==> config.mk <==
export PLATFORM = sky130hd
export DESIGN_NAME = blkmove_engine
export DESIGN_NICKNAME = d
export VERILOG_FILES = /design/src/rtl/blkmove_engine.sv
export SDC_FILE = /design/constraint.sdc
export NUM_CORES = 1
export LEC_CHECK = 0
export BUFFER_PORTS_ARGS = -buffer_cell sky130_fd_sc_hd__buf_4
export CORE_ASPECT_RATIO = 1.75
export CORE_UTILIZATION = 55
export CTS_CLUSTER_SIZE = 30
export DETAILED_ROUTE_END_ITERATION = 8
export GPL_ROUTABILITY_DRIVEN = 0
export PLACE_DENSITY = 0.89
export SKIP_CTS_REPAIR_TIMING = 1
export SLEW_MARGIN = 40
export SYNTH_ARGS = -nofsm -noshare
export SYNTH_HDL_FRONTEND = slang
export SYNTH_SLANG_ARGS = --single-unit
==> constraint.sdc <==
create_clock -name clk -period 5.03 [get_ports clk]
set_clock_uncertainty 0.05 [all_clocks]
set_input_delay 0 -clock clk [delete_from_list [all_inputs] [get_ports clk]]
set_output_delay 0 -clock clk [all_outputs]
set_load 0.01 [all_outputs]
==> src/rtl/blkmove_engine.sv <==
module blkmove_engine #(
  parameter int AW = 16,
  parameter int DW = 8,
  parameter int CW = 16
) (
  input  logic          clk,
  input  logic          rst_n,
  input  logic          start,
  input  logic          op_cmp,
  input  logic          dir_dec,
  input  logic          rpt,
  input  logic [AW-1:0] src_in,
  input  logic [AW-1:0] dst_in,
  input  logic [CW-1:0] cnt_in,
  input  logic [DW-1:0] acc_in,
  output logic          mem_req,
  output logic          mem_we,
  output logic [AW-1:0] mem_addr,
  output logic [DW-1:0] mem_wdata,
  input  logic [DW-1:0] mem_rdata,
  input  logic          mem_ack,
  output logic          busy,
  output logic          done,
  output logic [AW-1:0] src_out,
  output logic [AW-1:0] dst_out,
  output logic [CW-1:0] cnt_out,
  output logic          flag_z,
  output logic          flag_cnz
);
  localparam logic [AW-1:0] STEP_UP = AW'(1);
  localparam logic [AW-1:0] STEP_DN = '1;

  typedef enum logic [1:0] {S_IDLE, S_RD, S_WR, S_UPD} st_t;
  st_t st;

  logic [AW-1:0] src_q, dst_q;
  logic [CW-1:0] cnt_q;
  logic [DW-1:0] dat_q, acc_q;
  logic          cmp_q, dec_q, rpt_q, fz_q, fcnz_q, done_q;

  wire [AW-1:0] step   = dec_q ? STEP_DN : STEP_UP;
  wire [CW-1:0] cnt_nx = cnt_q - CW'(1);
  wire          hit    = (dat_q == acc_q);
  wire          more   = rpt_q && (cnt_nx != '0) && !(cmp_q && hit);

  always_ff @(posedge clk or negedge rst_n) begin
    if (!rst_n) begin
      st     <= S_IDLE;
      src_q  <= '0;
      dst_q  <= '0;
      cnt_q  <= '0;
      dat_q  <= '0;
      acc_q  <= '0;
      cmp_q  <= 1'b0;
      dec_q  <= 1'b0;
      rpt_q  <= 1'b0;
      fz_q   <= 1'b0;
      fcnz_q <= 1'b0;
      done_q <= 1'b0;
    end else begin
      done_q <= 1'b0;
      case (st)
        S_IDLE: if (start) begin
          src_q <= src_in;
          dst_q <= dst_in;
          cnt_q <= cnt_in;
          acc_q <= acc_in;
          cmp_q <= op_cmp;
          dec_q <= dir_dec;
          rpt_q <= rpt;
          st    <= S_RD;
        end
        S_RD: if (mem_ack) begin
          dat_q <= mem_rdata;
          st    <= cmp_q ? S_UPD : S_WR;
        end
        S_WR: if (mem_ack) st <= S_UPD;
        S_UPD: begin
          src_q  <= src_q + step;
          if (!cmp_q) dst_q <= dst_q + step;
          cnt_q  <= cnt_nx;
          fcnz_q <= (cnt_nx != '0);
          if (cmp_q) fz_q <= hit;
          if (more) st <= S_RD;
          else begin
            st     <= S_IDLE;
            done_q <= 1'b1;
          end
        end
        default: st <= S_IDLE;
      endcase
    end
  end

  assign mem_req   = (st == S_RD) || (st == S_WR);
  assign mem_we    = (st == S_WR);
  assign mem_addr  = mem_we ? dst_q : src_q;
  assign mem_wdata = dat_q;
  assign busy      = (st != S_IDLE);
  assign done      = done_q;
  assign src_out   = src_q;
  assign dst_out   = dst_q;
  assign cnt_out   = cnt_q;
  assign flag_z    = fz_q;
  assign flag_cnz  = fcnz_q;
endmodule

# Yosys cells after proc, flatten, opt, wreduce, memory -nomap -nowiden
# Index checks and enable logic that the tools add are counted.
[classes]
multipliers = 0
magnitude_cmp = 0
mux = 17
bitwise_logic = 0
n_eq_ne = 8
shifts = 0
div = 0
n_reduce_logical = 15
n_addsub = 3
[ops]
columns = ["cell", "count"]
rows = [
  ["16-bit 2-to-1 mux", 6],
  ["16-bit case mux with 2 select lines", 3],
  ["16-bit adder", 2],
  ["16-bit nonzero test", 1],
  ["16-bit by 1-bit subtractor with 16-bit output (second input constant)", 1],
  ["8-bit == test", 1],
  ["2-bit case mux with 4 select lines", 1],
  ["2-bit AND reduction", 4],
  ["2-bit 2-to-1 mux", 3],
  ["2-bit inequality test (second input constant)", 3],
  ["3-bit AND reduction", 2],
  ["2-bit == test (second input constant)", 2],
  ["1-bit 2-to-1 mux", 4],
  ["2-bit nonzero test", 2],
  ["1-bit logical AND", 3],
  ["2-bit by 1-bit == test with 1-bit output (second input constant)", 1],
  ["2-bit zero test", 1],
  ["2-bit by 1-bit inequality test with 1-bit output (second input constant)", 1],
  ["1-bit zero test", 1],
  ["1-bit logical OR", 1],
]
[word_totals]
latch_bits = 0
inputBits = 71
ram_bits = 0
n_memories = 0
rom_bits = 0
regBits = 72
out_inout_bits = 78

# Longest topological paths before layout
[logic_depth]
ltp_word = 6
depth_mapped = 12
ltp_nobuf = 11

# Worst setup path after synthesis
# No wires, ideal clock.
[synth_path]
path_type = "register -> register"
start = "register dec_q"
end = "register dst_q[15] (netlist: dst_out[15])"
slack_ns = 2.059
required_ns = 4.854
arrival_ns = 2.795
path_stages_with_launch = 11
n_path_buf = 0
path_cell_list = "dfrtp_1 > ha_1 > a211oi_2 > nor2_1 > a2111oi_2 > nor3_1 > a211o_1 > a21oi_2 > xnor2_1 > mux2i_1 > a21oi_1"
[synth_via]
elab_chain_cells = 4
[synth_lines]
columns = ["item", "line_no", "text"]
rows = [
  ["from (decl)", "39", "logic cmp_q, dec_q, rpt_q, fz_q, fcnz_q, done_q;"],
  ["from (signal assigned)", "69", "dec_q <= dir_dec;"],
  ["16-bit 2-to-1 mux", "41", "wire [AW-1:0] step = dec_q ? STEP_DN : STEP_UP;"],
  ["16-bit adder", "80", "if (!cmp_q) dst_q <= dst_q + step;"],
  ["16-bit 2-to-1 mux", "80", ""],
  ["16-bit case mux with 2 select lines", "62", "case (st)"],
  ["to (signal assigned)", "65", "dst_q <= dst_in;"],
  ["to (signal assigned)", "80", ""],
  ["to (decl)", "36", "logic [AW-1:0] src_q, dst_q;"],
]
# No other way between the ends. The select of a mux whose other input is x is not followed.
# A chain may end at the register's enable or synchronous reset.

# Worst setup path after layout
[layout_path]
start = "register dec_q"
end = "register dst_q[12] (netlist: dst_out[12])"
# Same word-level chain as after synthesis.

==> impl_metrics.ini <==
[timing]
final_max_slew_viol_count = 0
hold_viol = 5
finalSetupViolCount = 0
worstMarginPinSlew_ps = 707
slew-limit-headroom_pct = 52.9
setup-tns-final_ps = 0
holdWs_ps = -61.3
timing.final.ws_setup_ps = 1720
post-route-period-util_pct = 65.9
post-route-min-period_ps = 3310
rsz0062_at_grt = no
timing.fmax_mhz = 302

[clock_network]
cts_root_buffer = clkbuf_16
cts_tree = done
cts_inserted_buffers = 9
clockBufferDepth = 2
path_clk_slew_ps = 70
clock_latency_ps = 350
clock_sinks = 72
htree_levels = 3

[die]
core_um2 = 9150
dieHeight_um = 131
die_w_um = 75.7
core.rowCount = 46
io_pins = 149
initial_core_util_pct = 57.2
dieArea_um2 = 9930

[detailed_routing]
dr.pass1.iters = 8
vias = 5749
drc_errors = 0
met1Wirelength_um = 6070
wl_um = 18100
ant_nets = 0
vias_per_cell = 6.29
highest_layer = met4
detail_route.wl_per_cell_um = 19.8
wl_met3_um = 1320
drtIter0Drc = 468
dr_wl_met2_um = 9660

[grt]
antenna_found_initial = 0
grt_start_max_net_pins = 73
grt_pass1_vias = 5156
grtUsageTotal_pct = 31.9
overflow = 0
grt_pass1_wl_um = 23800

[yosys]
synthTopCellsByArea = dfrtp_1 (34%), ha_1 (8.4%), a21oi_1 (7.4%)
synth_edf_count = 0
syn_area_um2 = 5230
avgSynthCellArea_um2 = 8.84
synth_cells = 592
synth_top_cell_by_area = dfrtp_1
ys_warn_count = 0
synthArstFlopShare_pct = 100
ys.flop_type = dfrtp_1
yosysSeqAreaShare_pct = 34.4
synth_seq_cells = 72
syn_nets = 700
synth.distinct_cells = 66
post-synth-top-area-fraction_pct = 34.4

[worst_setup_path]
arrival_ps = 3530
critPathMaxFanout = 31
start_kind = flop
worst_setup_path_end_kind = flop
worstSetupPathType = reg -> reg
crit_required_ps = 5250

[pwr]
intPower_mw = 2.99
leakagePower_nw = 3.29
p_sw_share_pct = 49.2
clkPwrFrac_pct = 11.6
pwr-share-seq_pct = 22.9
combinationalPowerShare_pct = 65.5
peakVddDrop_mv = 0.608
powerDensity_nw_per_um2 = 800
p_switching_mw = 2.89

[job]
maxCapViolCount = 0

[final_layout]
utilization_pct = 80.4
nFillCells = 508
syn2layout_area_growth_pct = 40.6
final_nets = 897
drive_above_1_share_pct = 28.6
n_antenna_cell = 0

[place]
place_hpwl_um = 11100
portBuffers = 148
dp_worst_setup_slack_ps = 1950

[outcome]
status = finished, violations left
violations = hold timing

[hold_path]
hold_class = in -> reg
critical path, cell delays in order, from the launching register on:
cell     delay [ps]
dfrtp_2         780
inv_1           270
fa_1            460
nor2b_1         210
o21ai_1         120
a21oi_1         240
o31a_1          210
o21ai_1         180
o21ai_0         270
xor2_1          180
nand2_1          70
a21oi_1         160
power by group through the flow:
| stage | Sequential, mW | Clock [mW] | Combinational (mW) |
|---|---|---|---|
| 6_report | 1.34 | 0.682 | 3.86 |
| 5_1_grt | 1.37 | 0.704 | 4.16 |
| 4_1_cts | 1.30 | 0.681 | 3.64 |
| 3_5_place_dp | 1.31 | 0 | 3.59 |
| 3_3_place_gp | 1.29 | 0 | 3.42 |
| 2_1_floorplan | 1.28 | 0 | 2.43 |
layout make-up:
cell class	count	area (µm²)	share of cell area, %
multi-input cells	473	3260	44.4
flip-flops and latches	72	1800	24.5
repair buffers	212	1750	23.8
clock buffers	9	225	3.06
well taps	120	150	2.04
clock inverters	7	87.6	1.19
inverters	21	78.8	1.07
metal layers:
metal,track usage [%],vias up
met5,0,-
met4,21.0,0
met1,32.7,2730
li1,-,2540
met3,5.83,100
met2,56.8,379
synth_stat cells (all sizes together), types with 3 or more instances:
| library cell | count |
|---|---|
| nor2 | 45 |
| nor3 | 16 |
| or3 | 6 |
| xor2 | 9 |
| dfrtp | 72 |
| nand4 | 8 |
| o21ai | 54 |
| nand3 | 11 |
| nor4 | 4 |
| and3 | 3 |
| a21oi | 78 |
| inv | 21 |
| nor3b | 4 |
| buf | 8 |
| clkbuf | 18 |
| a21o | 6 |
| nor2b | 9 |
| o31ai | 3 |
| nand2 | 59 |
| a211oi | 4 |
| a211o | 3 |
| o21a | 7 |
| a31oi | 3 |
| mux2i | 15 |
| ha | 35 |
| mux2 | 35 |
| o32ai | 6 |
| xnor2 | 20 |
| a21boi | 4 |
| o22ai | 5 |
logic make-up after synthesis:
logic type	Yosys count	share of synthesized area, %
AO/OA/AOI/OAI	184	20.7
XOR/XNOR	29	4.85
adder cells (fa/ha/maj)	37	9.13
buffers and inverters	47	3.51
flip-flops	72	34.4
multiplexers	50	10.5
AND/OR/NAND/NOR	173	16.9
state kept, by name (all words and copies together), names as in the netlist:
name / count
src_out: 16
flag_cnz: 1
cnt_out: 16
rpt_q: 1
st: 2
flag_z: 1
acc_q: 8
dec_q: 1
done: 1
dst_out: 16
mem_wdata: 8
cmp_q: 1
through the flow:
step | instances | cell area [µm²] | power (mW)
4_1_cts | 853 | 6750 | 5.62
6_report | 914 | 7360 | 5.88
2_1_floorplan | 592 | 5230 | 3.70
3_3_place_gp | 837 | 6420 | 4.71
5_1_grt | 914 | 7360 | 6.24
3_5_place_dp | 837 | 6430 | 4.89
cells in the final DEF (no fill, tap or decap), types with 3 or more instances in the layout:
| cell | n |
|---|---|
| a211o_1 | 3 |
| nor4_1 | 3 |
| nor3_1 | 14 |
| o21ai_0 | 42 |
| o21a_1 | 7 |
| o21ai_1 | 11 |
| buf_4 | 150 |
| o22ai_1 | 5 |
| a21oi_1 | 76 |
| xnor2_1 | 20 |
| o32ai_1 | 6 |
| nand2_1 | 58 |
| xor2_1 | 9 |
| nand4_1 | 7 |
| mux2_2 | 34 |
| a21o_1 | 6 |
| mux2i_1 | 15 |
| nor2_1 | 44 |
| nor2b_1 | 9 |
| or3_1 | 5 |
| inv_1 | 20 |
| a211oi_1 | 3 |
| dlygate4sd3_1 | 61 |
| dfrtp_1 | 71 |
| and3_1 | 3 |
| ha_1 | 33 |
| a31oi_1 | 3 |
| nand3_1 | 9 |
| clkbuf_16 | 9 |
| o31ai_1 | 3 |
path summary, 6_finish.rpt:
kind                            start           to  slack [ps]  cells past startpoint
max                             dec_q  dst_out[12]        1720                     11
min in group asynchronous       rst_n   cnt_out[2]         190                      2
min reg2reg                  flag_cnz     flag_cnz         470                      1
min                        src_in[12]  src_out[12]         -60                      3
max reg2reg                     dec_q  dst_out[12]        1720                     11
max in group asynchronous       rst_n        dec_q        4230                      2
Power figures use the tool's default switching activity.
